`config.mk`:
```
export PLATFORM = sky130hd
export DESIGN_NAME = wash_sequencer
export DESIGN_NICKNAME = d
export VERILOG_FILES = /design/src/rtl/wash_pkg.sv /design/src/rtl/wash_start_detect.sv /design/src/rtl/wash_step_ctrl.sv /design/src/rtl/wash_out_map.sv /design/src/rtl/wash_sequencer.sv
export SDC_FILE = /design/constraint.sdc
export NUM_CORES = 1
export LEC_CHECK = 0
export BUFFER_PORTS_ARGS = -buffer_cell sky130_fd_sc_hd__buf_2
export CORE_UTILIZATION = 40
export DETAILED_ROUTE_END_ITERATION = 10
export GPL_TIMING_DRIVEN = 0
export PLACE_DENSITY = 0.64
export SYNTH_ARGS = -nofsm -noshare
export SYNTH_HDL_FRONTEND = slang
export SYNTH_HIERARCHICAL = 1
export SYNTH_SLANG_ARGS = --single-unit
```
`constraint.sdc`:
```
create_clock -name clk -period 6.6 [get_ports clk]
set_input_delay 1.65 -clock clk [delete_from_list [all_inputs] [get_ports clk]]
set_output_delay 1.65 -clock clk [all_outputs]
set_load 0.05 [all_outputs]
```
`src/rtl/wash_pkg.sv`:
```
package wash_pkg;

   typedef enum logic [2:0] {
      TK_NONE       = 3'd0,
      TK_WASH_DET   = 3'd1,
      TK_WASH_SPIN  = 3'd2,
      TK_RINSE_SOFT = 3'd3,
      TK_RINSE_SPIN = 3'd4,
      TK_SPIN       = 3'd5
   } task_e;

   typedef enum logic [1:0] {
      PG_NONE   = 2'd0,
      PG_BASIC  = 2'd1,
      PG_NORMAL = 2'd2,
      PG_HEAVY  = 2'd3
   } prog_e;

   typedef enum logic [1:0] {
      DS_MONEY    = 2'd0,
      DS_PRINT    = 2'd1,
      DS_MNEMONIC = 2'd2
   } disp_e;

   typedef enum logic [1:0] {
      ST_IDLE  = 2'd0,
      ST_PRINT = 2'd1,
      ST_RUN   = 2'd2
   } phase_e;

   localparam int MAX_STEPS = 7;

   // number of wash pairs (detergent then spin) at the head of a program
   function automatic int wash_pairs(prog_e p);
      case (p)
         PG_HEAVY:  return 2;
         PG_BASIC,
         PG_NORMAL: return 1;
         default:   return 0;
      endcase
   endfunction

   // whether a softener rinse precedes the spin rinse
   function automatic bit has_softener(prog_e p);
      return (p == PG_NORMAL) || (p == PG_HEAVY);
   endfunction

   function automatic int prog_len(prog_e p);
      if (p == PG_NONE) return 0;
      return 2 * wash_pairs(p) + (has_softener(p) ? 3 : 2);
   endfunction

   function automatic task_e step_task(prog_e p, int k);
      int tail;
      if (p == PG_NONE || k >= prog_len(p)) return TK_NONE;
      if (k < 2 * wash_pairs(p))
         return (k % 2 == 0) ? TK_WASH_DET : TK_WASH_SPIN;
      tail = k - 2 * wash_pairs(p);
      if (!has_softener(p)) tail = tail + 1;
      case (tail)
         0:       return TK_RINSE_SOFT;
         1:       return TK_RINSE_SPIN;
         default: return TK_SPIN;
      endcase
   endfunction

endpackage

```
`src/rtl/wash_start_detect.sv`:
```
module wash_start_detect
   import wash_pkg::*;
#(
   parameter int SEL_W    = 3,
   parameter int SEL_MODE = 0
) (
   input  logic             clk,
   input  logic             rst,
   input  logic [SEL_W-1:0] prog_sel,
   input  logic             lid_closed,
   input  logic             paid,
   output logic             start,
   output prog_e            start_prog
);

   logic  lid_q;
   prog_e pick;

   // lid history resets to "closed" so a lid shut through reset cannot start
   always_ff @(posedge clk) begin
      if (rst) lid_q <= 1'b1;
      else     lid_q <= lid_closed;
   end

   generate
      if (SEL_MODE == 0) begin : g_strict
         always_comb begin
            case (prog_sel)
               3'b001:  pick = PG_BASIC;
               3'b010:  pick = PG_NORMAL;
               3'b100:  pick = PG_HEAVY;
               default: pick = PG_NONE;
            endcase
         end
      end else begin : g_priority
         always_comb begin
            if (prog_sel[0])      pick = PG_BASIC;
            else if (prog_sel[1]) pick = PG_NORMAL;
            else if (prog_sel[2]) pick = PG_HEAVY;
            else                  pick = PG_NONE;
         end
      end
   endgenerate

   assign start      = lid_closed && !lid_q && paid && (pick != PG_NONE);
   assign start_prog = pick;

endmodule

```
`src/rtl/wash_step_ctrl.sv`:
```
module wash_step_ctrl
   import wash_pkg::*;
#(
   parameter int STEP_W = 3
) (
   input  logic              clk,
   input  logic              rst,
   input  logic              start,
   input  prog_e             start_prog,
   output phase_e            phase,
   output prog_e             prog,
   output logic [STEP_W-1:0] step
);

   logic last_step;

   assign last_step = (int'(step) >= prog_len(prog) - 1);

   always_ff @(posedge clk) begin
      if (rst) begin
         phase <= ST_IDLE;
         prog  <= PG_NONE;
         step  <= '0;
      end else begin
         case (phase)
            ST_IDLE: begin
               if (start) begin
                  phase <= ST_PRINT;
                  prog  <= start_prog;
                  step  <= '0;
               end
            end
            ST_PRINT: begin
               phase <= ST_RUN;
            end
            ST_RUN: begin
               if (last_step) begin
                  phase <= ST_IDLE;
                  prog  <= PG_NONE;
                  step  <= '0;
               end else begin
                  step <= step + STEP_W'(1);
               end
            end
            default: begin
               phase <= ST_IDLE;
               prog  <= PG_NONE;
               step  <= '0;
            end
         endcase
      end
   end

endmodule

```
`src/rtl/wash_out_map.sv`:
```
module wash_out_map
   import wash_pkg::*;
#(
   parameter int STEP_W   = 3,
   parameter int DIGIT_W  = 4,
   parameter int FP_TENS  = 3,
   parameter int FP_ONES  = 6
) (
   input  phase_e             phase,
   input  prog_e              prog,
   input  logic [STEP_W-1:0]  step,
   output logic [2:0]         task_code,
   output logic               lid_lock,
   output logic [1:0]         disp_sel,
   output logic [1:0]         prog_id,
   output logic [DIGIT_W-1:0] fp_tens,
   output logic [DIGIT_W-1:0] fp_ones
);

   task_e cur_task;
   disp_e cur_disp;

   always_comb begin
      cur_task = TK_NONE;
      cur_disp = DS_MONEY;
      fp_tens  = '0;
      fp_ones  = '0;
      case (phase)
         ST_PRINT: begin
            cur_disp = DS_PRINT;
            fp_tens  = DIGIT_W'(FP_TENS);
            fp_ones  = DIGIT_W'(FP_ONES);
         end
         ST_RUN: begin
            cur_disp = DS_MNEMONIC;
            cur_task = step_task(prog, int'(step));
         end
         default: ;
      endcase
   end

   assign task_code = cur_task;
   assign disp_sel  = cur_disp;
   assign lid_lock  = (phase != ST_IDLE);
   assign prog_id   = (phase == ST_IDLE) ? PG_NONE : prog;

endmodule

```
`src/rtl/wash_sequencer.sv`:
```
module wash_sequencer
   import wash_pkg::*;
#(
   parameter int FP_TENS  = 3,
   parameter int FP_ONES  = 6,
   parameter int SEL_MODE = 0,
   parameter int SEL_W    = 3,
   parameter int DIGIT_W  = 4
) (
   input  logic         clk,
   input  logic         rst,
   input  logic [2:0]   prog_sel,
   input  logic         lid_closed,
   input  logic         paid,
   output logic [2:0]   task_code,
   output logic         lid_lock,
   output logic [1:0]   disp_sel,
   output logic [1:0]   prog_id,
   output logic [3:0]   fp_tens,
   output logic [3:0]   fp_ones
);

   localparam int STEP_W = $clog2(MAX_STEPS);

   generate
      if (FP_TENS < 0 || FP_TENS > 9) begin : g_bad_tens
         $error("FP_TENS must be a decimal digit");
      end
      if (FP_ONES < 0 || FP_ONES > 9) begin : g_bad_ones
         $error("FP_ONES must be a decimal digit");
      end
      if (SEL_MODE != 0 && SEL_MODE != 1) begin : g_bad_mode
         $error("SEL_MODE must be 0 (strict one-hot) or 1 (priority)");
      end
      if (SEL_W != 3) begin : g_bad_sel
         $error("SEL_W must be 3, one switch per program");
      end
      if (DIGIT_W != 4) begin : g_bad_digit
         $error("DIGIT_W must be 4 for a BCD digit");
      end
   endgenerate

   logic              start;
   prog_e             start_prog;
   phase_e            phase;
   prog_e             prog;
   logic [STEP_W-1:0] step;

   wash_start_detect #(
      .SEL_W    (SEL_W),
      .SEL_MODE (SEL_MODE)
   ) start_i (
      .clk        (clk),
      .rst        (rst),
      .prog_sel   (prog_sel),
      .lid_closed (lid_closed),
      .paid       (paid),
      .start      (start),
      .start_prog (start_prog)
   );

   wash_step_ctrl #(
      .STEP_W (STEP_W)
   ) ctrl_i (
      .clk        (clk),
      .rst        (rst),
      .start      (start && (phase == ST_IDLE)),
      .start_prog (start_prog),
      .phase      (phase),
      .prog       (prog),
      .step       (step)
   );

   wash_out_map #(
      .STEP_W  (STEP_W),
      .DIGIT_W (DIGIT_W),
      .FP_TENS (FP_TENS),
      .FP_ONES (FP_ONES)
   ) map_i (
      .phase     (phase),
      .prog      (prog),
      .step      (step),
      .task_code (task_code),
      .lid_lock  (lid_lock),
      .disp_sel  (disp_sel),
      .prog_id   (prog_id),
      .fp_tens   (fp_tens),
      .fp_ones   (fp_ones)
   );

endmodule

```
==> results of run 1 <==
## synthesized netlist by cell type (2+ instances only)
cell      instances
ha_1             17
inv_1            13
nor2_1           12
buf_4             8
dfxtp_1           8
nand2_1           6
a21oi_1           5
nand2b_1          5
and2_1            4
a21oi_2           3
a211o_1           2
mux2i_1           2
nand3_1           2
nor2b_1           2
o211a_1           2
o21a_1            2
o21ai_0           2
or2_2             2
xnor2_1           2
## flip-flops by register name, indices dropped and copies added (netlist names)
register	count
ctrl_i/step	3
ctrl_i/phase	2
ctrl_i/prog	2
start_i/lid_q	1
## power groups by stage
stage	clock network, mW	registers [mW]	logic, mW
2_1_floorplan	0	0.0504	0.0193
3_3_place_gp	0	0.0506	0.0240
3_5_place_dp	0	0.0506	0.0246
4_1_cts	0.0413	0.0495	0.0249
5_1_grt	0.0429	0.0496	0.0273
6_report	0.0386	0.0495	0.0250
## final cells by class
type / instances / share of cell area, %
inverters: 14 / 5.51
plain buffers: 8 / 4.99
multi-input cells: 97 / 63.7
flip-flops and latches: 8 / 13.3
repair buffers: 18 / 7.48
well taps: 30 / 3.12
clock buffers: 3 / 1.87
## per-stage QoR
step	util, %	cells	area [sq um]
after global placement	47.7	175	1180
after global routing	48.6	178	1200
final	48.6	178	1200
after CTS	48.6	178	1200
after detailed placement	47.7	175	1180
after floorplan	-	127	1050
## path summary, 6_finish.rpt
path         slack [ns]      startpoint  cells past startpoint             end
max reg2reg        4.86  ctrl_i/step[0]                      6  ctrl_i/prog[1]
min                0.58  ctrl_i/step[2]                      2  ctrl_i/step[2]
max                1.41  ctrl_i/prog[0]                     12    task_code[1]
min reg2reg        0.58  ctrl_i/step[2]                      2  ctrl_i/step[2]
## cells by family (layout without fill, tap and decap cells)
family	count (synthesis)	after routing	synth area share, %
and+or+nand+nor	45	45	24.7
AOI/OAI and AO/OA	26	26	21.5
buffers and inverters	22	43	12.1
adders and majority gates	18	18	22.3
DFF	8	8	15.4
xor gates and xnor gates	2	2	1.68
muxes	2	2	1.92
other	1	4	0.360
## layer usage
metal  vias to the layer above  track usage, %  share of wire (%)
li1                        469               -                  -
met1                       406            18.4                 47
met2                        14            27.4                 50
met3                         2            1.44                2.2
met4                         0            8.33               0.25
met5                         -               0                  0
## worst max-delay path: cells and delay by family (launching register included)
family,cells,cell delay [ns]
buf+inv,3,0.43
compound gates,2,0.27
simple gates,3,0.67
fa+ha+maj,4,1.44
flops,1,0.48
## cells in the final DEF, fill, tap and decap left out, types with 2 or more instances in the layout
cell type  synthesis  routed
a211o_1            2       2
a21oi_1            5       5
a21oi_2            3       3
and2_1             4       4
buf_2              0      18
buf_4              8       8
clkbuf_4           0       3
conb_1             1       4
dfxtp_1            8       8
ha_1              17      17
inv_1             13      13
mux2i_1            2       2
nand2_1            6       6
nand2b_1           5       5
nand3_1            2       2
nor2_1            12      12
nor2b_1            2       2
o211a_1            2       2
o21a_1             2       2
o21ai_0            2       2
or2_2              2       2
xnor2_1            2       2
==> flow_summary.yaml, run 1 <==
critical_path:
  critical_path_class: "reg2out"
  required_ns: 4.95
  endpoint_kind: "output pin"
  crit_fanout: 8
  path_cells: "inv_1 -> ha_1 -> ha_1 -> inv_1 -> fa_1 -> nand3_1 -> ha_1 -> or3b_1 -> nor2_1 -> o21a_1 -> o211a_1 -> buf_2"
  path_common_cell: "ha_1"
  crit_path_start_kind: "flop"
  slowest_stage: "fa_1"
  crit_arrival_ns: 3.54
  max_stage_delay_ns: 0.66
global_routing:
  grt_pass1_vias: 793
  grt-ovfl-total: 0
  grt_pass1_wl_microns: 3280
  grt_start_max_net_pins: 13
  track_usage_pct: 15.6
  grt_antenna_before_repair: 0
clock_tree:
  cts_setup_buffers: 0
  numCtsBuffers: 3
  clock_sinks: 8
  ctsRootBufferMaster: "clkbuf_4"
  cts.repair.resized: 0
  cts_tree: "built"
  clk_pin_slew_worst_paths_ns: 0.06
  holdBufCountCts: 0
  insertion_delay_ns: 0.26
  ctsHtreeMaxLevel: 1
  clockBufferDepth: 2
timing:
  max_freq_ghz: 0.193
  grt_setup_unrepaired: "no"
  setup_tns_ns: 0
  worst_slack_ns: 1.41
  skew_ns: 0.00288
  finalHoldViolCount: 0
  holdWs_ns: 0.577
  setup_viol: 0
  drv_slew: 0
  fin_crit_ns: 5.19
  fin_crit_sh_pct: 78.7
logic_synthesis:
  ys_seq_elements: 8
  synth_edf_count: 0
  netlist_instances: 124
  ys.flop_type: "dfxtp_1"
  syn-cell-area_sq_um: 1040
  avgSynthCellArea_sq_um: 8.41
  synth.area.top_cells: "ha_1 (20%), dfxtp_1 (15%), buf_4 (5.8%), inv_1 (4.7%), nor2_1 (4.3%)"
  synth_top_area_share_pct: 20.4
  synth_cell_types: 44
  ys_warn_count: 6
  yosysTopAreaCell: "ha_1"
  synth_seq_area_share_pct: 15.4
  async_flop_share_pct: 0
floorplan:
  core_sq_um: 2480
  die-width_microns: 53.0
  die-area_sq_um: 2810
  die_h_microns: 53.0
  num_rows: 18
  start_util_pct: 42.1
  io_pins: 23
placement:
  hpwl_microns: 1570
  post-place-ws_ns: 1.70
  gp_congestion: 0.766
  io_buffer_count: 18
power_and_ir_drop:
  vdd_drop_max_uv: 125
  cellPowerDensity_nw_per_um2: 94.0
  p_comb_share_pct: 22.1
  clockPowerShare_pct: 34.1
  p_seq_share_pct: 43.8
  total_power_mw: 0.113
  swShare_pct: 29.9
  p_int_mw: 0.0793
  p_sw_mw: 0.0338
  p_leak_nw: 0.612
detailed_routing:
  drt-total-wl_microns: 1990
  avgRoutedWirePerCell_microns: 11.2
  drt_iter0_drc: 8
  drtAntennaViolNets: 0
  dr_total_vias: 891
  vias_per_cell: 5.01
  drc: 0
  drt-pass1-iter-count: 4
run:
  drv_cap: 0
min_path:
  hold_path_class: "reg2reg"
outcome:
  status: "completed"
final_layout:
  multi_input_area_sq_um: 767
  antenna_cells: 0
  nets: 175
  syn_to_final_growth_pct: 15.5
  nFillCells: 261
  seq_area_sq_um: 160
  drive_gt1_share_pct: 29.7
No activity file was read; power rests on OpenSTA's default activity.
==> run 2: changes to the inputs <==
--- a/config.mk
+++ b/config.mk
@@ -5,11 +5,12 @@
 export SDC_FILE = /design/constraint.sdc
 export NUM_CORES = 1
 export LEC_CHECK = 0
+export ABC_AREA = 1
 export BUFFER_PORTS_ARGS = -buffer_cell sky130_fd_sc_hd__buf_2
 export CORE_UTILIZATION = 40
 export DETAILED_ROUTE_END_ITERATION = 10
 export GPL_TIMING_DRIVEN = 0
-export PLACE_DENSITY = 0.64
+export PLACE_DENSITY = 0.66
 export SYNTH_ARGS = -nofsm -noshare
 export SYNTH_HDL_FRONTEND = slang
 export SYNTH_HIERARCHICAL = 1
==> constraint.sdc (replaced) <==
create_clock -name clk -period 4.2 [get_ports clk]
set_input_delay 1.05 -clock clk [delete_from_list [all_inputs] [get_ports clk]]
set_output_delay 1.05 -clock clk [all_outputs]
set_load 0.05 [all_outputs]
==> run 2 against run 1 <==
Cell area up 6.0%. Worst hold slack worse by 0.028 ns. Die area is 3.1% higher. Largest power group unchanged. Largest cell class unchanged. Sequential power increased by 60%. Clock power increased by 49%. Sequential share of layout area shrank 0.36 points. Clock skew is 0.0013 ns lower. Total power rose by 72%. Critical path depth increased by 3. Synthesized cell count increased by 38%. Count of clock-buffer cells in the layout did not move. First-iteration DRC count is 25% lower.
==> flow_summary.yaml, run 2 <==
outcome:
  status: "completed"
detailed_routing:
  drc: 0
  drt-pass1-iter-count: 4
  drt-total-wl_microns: 2150
  dr_total_vias: 1035
  drtAntennaViolNets: 0
  avgRoutedWirePerCell_microns: 9.54
  drt_iter0_drc: 6
  vias_per_cell: 4.60
logic_synthesis:
  synth.area.top_cells: "ha_1 (20%), dfxtp_1 (15%), nand2_1 (14%), inv_1 (11%), nor2_1 (7.3%)"
  ys.flop_type: "dfxtp_1"
  synth_common_cells: "nand2_1 (40), inv_1 (32), nor2_1 (21), ha_1 (17), nand3_1 (10)"
  synth_most_common_cell: "nand2_1"
  yosysTopAreaCell: "ha_1"
  synth_edf_count: 0
  ys_warn_count: 6
  synth_seq_area_share_pct: 14.9
  syn-cell-area_sq_um: 1080
  ys_seq_elements: 8
  async_flop_share_pct: 0
  netlist_instances: 171
  synth_top_area_share_pct: 19.8
  avgSynthCellArea_sq_um: 6.29
  synth_cell_types: 27
critical_path:
  endpoint_kind: "output pin"
  startpoint: "ctrl_i/prog[1]"
  reg2reg_slack_ns: 2.67
  crit_path_start_kind: "flop"
  critical_path_class: "reg2out"
  required_ns: 3.15
  worst_r2r_path_depth: 11
  r2r_end: "ctrl_i/step[1]"
  crit_path_end: "task_code[2]"
  crit_fanout: 8
  crit_arrival_ns: 2.96
  r2r_start: "ctrl_i/step[0]"
floorplan:
  start_util_pct: 43.0
  die-width_microns: 53.9
  io_pins: 23
  die-area_sq_um: 2900
  num_rows: 18
  core_sq_um: 2500
  die_h_microns: 53.9
final_layout:
  regMostFlops: "ctrl_i/step"
  top_regs: "ctrl_i/step x3, ctrl_i/phase x2, ctrl_i/prog x2"
  nets: 222
  stdcell_count: 225
  largest_reg_flops: 3
  fin_area_sq_um: 1280
  syn_to_final_growth_pct: 18.6
  layout_common_cells: "nand2_1 (40), inv_1 (31), nor2_1 (21), ha_1 (16), buf_2 (15)"
  utilization_pct: 51.1
  drive_gt1_share_pct: 25.6
  layout_commonest_cell: "nand2_1"
  antenna_cells: 0
  nFillCells: 267
min_path:
  min_from: "ctrl_i/prog[1]"
  hold_path_class: "reg2reg"
clock_tree:
  ctsRootBufferMaster: "clkbuf_4"
  clockBufferDepth: 2
  ctsHtreeMaxLevel: 1
  numCtsBuffers: 3
  cts_tree: "built"
  clk_pin_slew_worst_paths_ns: 0.05
  cts_setup_buffers: 0
  clock_sinks: 8
  insertion_delay_ns: 0.25
global_routing:
  track_usage_pct: 15.7
  grt_start_max_net_pins: 10
  grt_pass1_wl_microns: 3350
  grt-ovfl-total: 0
  grt_antenna_before_repair: 0
  grt_pass1_vias: 874
timing:
  setup_viol: 0
  skew_ns: 0.00162
  worst_slack_ns: 0.186
  setup_tns_ns: 0
  grt_setup_unrepaired: "no"
  fin_crit_sh_pct: 95.6
  drv_slew: 0
  max_freq_ghz: 0.249
  holdWs_ns: 0.549
  fin_crit_ns: 4.01
  finalHoldViolCount: 0
power_and_ir_drop:
  vdd_drop_max_uv: 134
  cellPowerDensity_nw_per_um2: 152
  total_power_mw: 0.195
  p_leak_nw: 0.700
placement:
  hpwl_microns: 1760
  place_area_sq_um: 1210
  post-place-ws_ns: 0.179
  placed_cells: 222
  gp_congestion: 0.738
  io_buffer_count: 18
run:
  drv_cap: 0
-- run 2: cell families after synthesis --
logic type                 share of synthesized area (%)
AOI/OAI and AO/OA                                   6.51
xor gates and xnor gates                            1.63
adders and majority gates                           21.6
buffers and inverters                               18.1
DFF                                                 14.9
muxes                                              0.930
other                                              0.349
and+or+nand+nor                                     35.9
-- run 2: routing by layer --
layer | global-route usage, % | part of all wire, %
met3 | 3.67 | 2.9
met2 | 28.8 | 53
met5 | 0 | 0
met1 | 18.0 | 45
met4 | 3.95 | 0
-- run 2: worst min-delay path by stage --
stage / end / slack (ns) / cells past startpoint
floorplan: ctrl_i/phase[0] / 0.53 / 1
detailed placement: ctrl_i/phase[0] / 0.58 / 1
global route: ctrl_i/prog[1] / 0.58 / 2
CTS: ctrl_i/prog[0] / 0.55 / 2
finish: ctrl_i/prog[1] / 0.55 / 2
global placement: ctrl_i/phase[0] / 0.58 / 1
-- run 2: where the power goes --
part           total, mW  switching, mW  leakage (nW)  internal, mW
Sequential        0.0792        0.00218        0.0661        0.0771
Clock             0.0576         0.0250        0.0138        0.0326
Combinational     0.0577         0.0361         0.620        0.0217
-- run 2: timing repair --
item                                    4_1_cts  5_1_grt
resized for setup                             3       11
hold buffers                                  0        0
pin swaps                                     0        1
endpoints found under the setup margin        3        3
-- run 2: final cells by class --
type	count	area, sq um	share of cell area, %
repair buffers	18	105	8.24
flip-flops and latches	8	165	12.9
inverters	36	135	10.6
clock buffers	3	22.5	1.76
plain buffers	8	60.1	4.71
well taps	30	37.5	2.94
multi-input cells	122	751	58.8
-- run 2: worst max-delay path, cell delays in order (launching register included) --
cell and delay, ns:
dfxtp_4 0.38, inv_1 0.10, ha_4 0.29, ha_1 0.13
inv_1 0.05, fa_2 0.56, inv_1 0.06, nor2_1 0.14
nand2_1 0.07, ha_1 0.29, a21oi_2 0.15, nor2_2 0.06
nand3_1 0.06, nand2_1 0.07, nor2_1 0.12, buf_6 0.17
==> run 3: changes to the inputs <==
--- a/config.mk
+++ b/config.mk
@@ -10,8 +10,7 @@
 export CORE_UTILIZATION = 40
 export DETAILED_ROUTE_END_ITERATION = 10
 export GPL_TIMING_DRIVEN = 0
-export PLACE_DENSITY = 0.66
+export PLACE_DENSITY = 0.67
 export SYNTH_ARGS = -nofsm -noshare
 export SYNTH_HDL_FRONTEND = slang
-export SYNTH_HIERARCHICAL = 1
 export SYNTH_SLANG_ARGS = --single-unit
==> run 3 against run 2 <==
Wire length decreased by 8.6%. Total power increased by 0.23%. Critical path type unchanged. Utilization decreased by 0.18 points. Clock power increased by 5.4%. Critical path depth decreased by 2. Worst setup slack improved by 0.026 ns. Sequential power decreased by 0.5%. Largest power group unchanged. Flip-flop and latch count unchanged.
==> flow_summary.yaml, run 3 <==
logic_synthesis:
  synth_seq_area_share_pct: 16.7
  ys_warn_count: 0
  synth_common_cells: "inv_1 (26), nand2_1 (26), ha_1 (16), nor2_1 (16), nand3_1 (10)"
  ys.flop_type: "dfxtp_1"
  netlist_instances: 141
  synth.area.top_cells: "ha_1 (21%), dfxtp_1 (17%), inv_1 (10%), nand2_1 (10%), buf_4 (6.3%)"
  synth_top_area_share_pct: 20.9
  yosysTopAreaCell: "ha_1"
  async_flop_share_pct: 0
  ys_seq_elements: 8
  avgSynthCellArea_sq_um: 6.80
  synth_cell_types: 25
  synth_edf_count: 0
  syn-cell-area_sq_um: 958
clock_tree:
  ctsHtreeMaxLevel: 1
  clock_sinks: 8
  clockBufferDepth: 2
  cts_tree: "built"
  insertion_delay_ns: 0.26
  ctsRootBufferMaster: "clkbuf_4"
  clk_pin_slew_worst_paths_ns: 0.06
  holdBufCountCts: 0
  numCtsBuffers: 3
global_routing:
  grt_start_max_net_pins: 8
  grt_pass1_wl_microns: 3380
  grt_pass1_vias: 809
  track_usage_pct: 17.3
  grt-ovfl-total: 0
  grt_antenna_before_repair: 0
power_and_ir_drop:
  p_leak_nw: 0.632
  cellPowerDensity_nw_per_um2: 172
  p_seq_share_pct: 40.4
  p_sw_mw: 0.0650
  swShare_pct: 33.3
  p_comb_share_pct: 28.5
  vdd_drop_max_uv: 144
  clockPowerShare_pct: 31.1
  p_int_mw: 0.130
critical_path:
  endpoint_kind: "output pin"
  slowest_stage: "fa_2"
  crit_arrival_ns: 2.94
  reg2reg_slack_ns: 2.29
  path_common_cell: "nand3_1"
  r2r_start: "ctrl_i.prog[0]"
  r2r_end: "ctrl_i.prog[0]"
  path_cells: "inv_1 -> ha_4 -> nand2_1 -> fa_2 -> nand3_1 -> ha_1 -> nand3_1 -> o21bai_1 -> nand3_1 -> nand2_1 -> o21ai_1 -> nor2_1 -> buf_4"
  crit_fanout: 5
  cp_num_buf_inv: 2
  critical_path_class: "reg2out"
  max_stage_delay_ns: 0.58
  crit_path_start_kind: "flop"
  worst_r2r_path_depth: 12
  path_delay_family: "adder cells"
  required_ns: 3.15
final_layout:
  multi_input_area_sq_um: 659
  largest_reg_flops: 3
  layout_commonest_cell: "nand2_1"
  layout_common_cells: "nand2_1 (26), inv_1 (24), buf_2 (17), nor2_1 (16), ha_1 (15)"
  regMostFlops: "ctrl_i.step"
  syn_to_final_growth_pct: 18.5
  top_regs: "ctrl_i.step x3, ctrl_i.phase x2, ctrl_i.prog x2"
  nFillCells: 225
  seq_area_sq_um: 161
  drive_gt1_share_pct: 27.9
  stdcell_count: 193
  antenna_cells: 0
  nets: 191
outcome:
  status: "completed"
timing:
  drv_slew: 0
  fin_crit_sh_pct: 95.0
  fin_crit_ns: 3.99
  grt_setup_unrepaired: "no"
  setup_tns_ns: 0
  finalHoldViolCount: 0
  max_freq_ghz: 0.251
  setup_viol: 0
  skew_ns: 0.00110
min_path:
  min_from: "start_i.lid_q"
  holdPathStages: 3
  holdPathEnd: "ctrl_i.phase[0]"
  hold_path_class: "reg2reg"
detailed_routing:
  drt-total-wl_microns: 1960
  drt_iter0_drc: 15
  vias_per_cell: 4.56
  drt-pass1-iter-count: 4
  avgRoutedWirePerCell_microns: 10.2
  dr_total_vias: 880
  drtAntennaViolNets: 0
  drc: 0
placement:
  gp_congestion: 0.818
  io_buffer_count: 18
  placed_cells: 190
  hpwl_microns: 1650
run:
  drv_cap: 0
floorplan:
  io_pins: 23
  num_rows: 17
  die-width_microns: 51.0
  die-area_sq_um: 2600
  core_sq_um: 2230
  die_h_microns: 51.0
  start_util_pct: 42.9
[run 3: per-layer routing]
layer / vias to the layer above / track usage [%] / wire length (microns)
li1: 481 / - / -
met1: 377 / 20.4 / 890
met2: 18 / 30.7 / 969
met3: 4 / 4.46 / 78
met4: 0 / 4.17 / 23
met5: - / 0 / 0
[run 3: area by class of cell]
type / instances / area share (%)
multi-input cells: 100 / 58.0
flip-flops and latches: 8 / 14.2
inverters: 28 / 9.25
repair buffers: 18 / 8.15
plain buffers: 8 / 5.29
well taps: 28 / 3.08
clock buffers: 3 / 1.98
[run 3: power groups by stage]
| stage | Combinational [mW] | Sequential (mW) | Clock, mW |
|---|---|---|---|
| 5_1_grt | 0.0628 | 0.0788 | 0.0656 |
| 6_report | 0.0556 | 0.0788 | 0.0607 |
| 2_1_floorplan | 0.0432 | 0.0800 | 0 |
| 4_1_cts | 0.0543 | 0.0786 | 0.0633 |
| 3_5_place_dp | 0.0541 | 0.0803 | 0 |
| 3_3_place_gp | 0.0514 | 0.0802 | 0 |
[run 3: kinds of logic after synthesis]
| logic type | after synthesis | share of synthesized area [%] |
|---|---|---|
| buf+inv | 36 | 17.2 |
| simple gates | 63 | 30.7 |
| other cells | 1 | 0.391 |
| fa+ha+maj | 17 | 23.0 |
| flops | 8 | 16.7 |
| compound gates | 16 | 12.0 |
[run 3: tightest hold or removal path: cells and delay by family (launching register included)]
family / cells / cell delay, ns
flip-flops: 1 / 0.32
AND/OR/NAND/NOR: 3 / 0.19
[run 3: repair_timing]
item / CTS / global route
setup buffers: 0 / 0
gates cloned: 0 / 0
endpoints found under the setup margin: 1 / 3
gates resized for setup: 1 / 5
endpoints found under the hold margin: 0 / 0
pin swaps: 0 / 1
[run 3: worst max path at each step]
stage | endpoint | depth (start not counted) | startpoint | slack (ns)
2_1_floorplan | task_code[1] | 13 | ctrl_i.prog[1] | 0.24
3_3_place_gp | task_code[1] | 14 | ctrl_i.prog[1] | 0.35
3_5_place_dp | task_code[1] | 15 | ctrl_i.prog[1] | 0.26
4_1_cts | task_code[1] | 15 | ctrl_i.prog[1] | 0.02
5_1_grt | task_code[1] | 14 | ctrl_i.prog[0] | 0.005
6_report | task_code[1] | 13 | ctrl_i.prog[0] | 0.21
[run 3: stage by stage]
stage / cell area (sq um) / setup WS, ns / power [mW] / hold WS [ns] / util (%)
finish: 1140 / 0.212 / 0.195 / 0.543 / 50.9
CTS: 1120 / 0.0190 / 0.196 / 0.553 / 50.1
global placement: 1090 / 0.355 / 0.132 / 0.530 / 49.0
global route: 1140 / 0.00468 / 0.207 / 0.592 / 50.9
detailed placement: 1090 / 0.264 / 0.134 / 0.542 / 49.0
floorplan: 970 / 0.240 / 0.123 / 0.494 / -
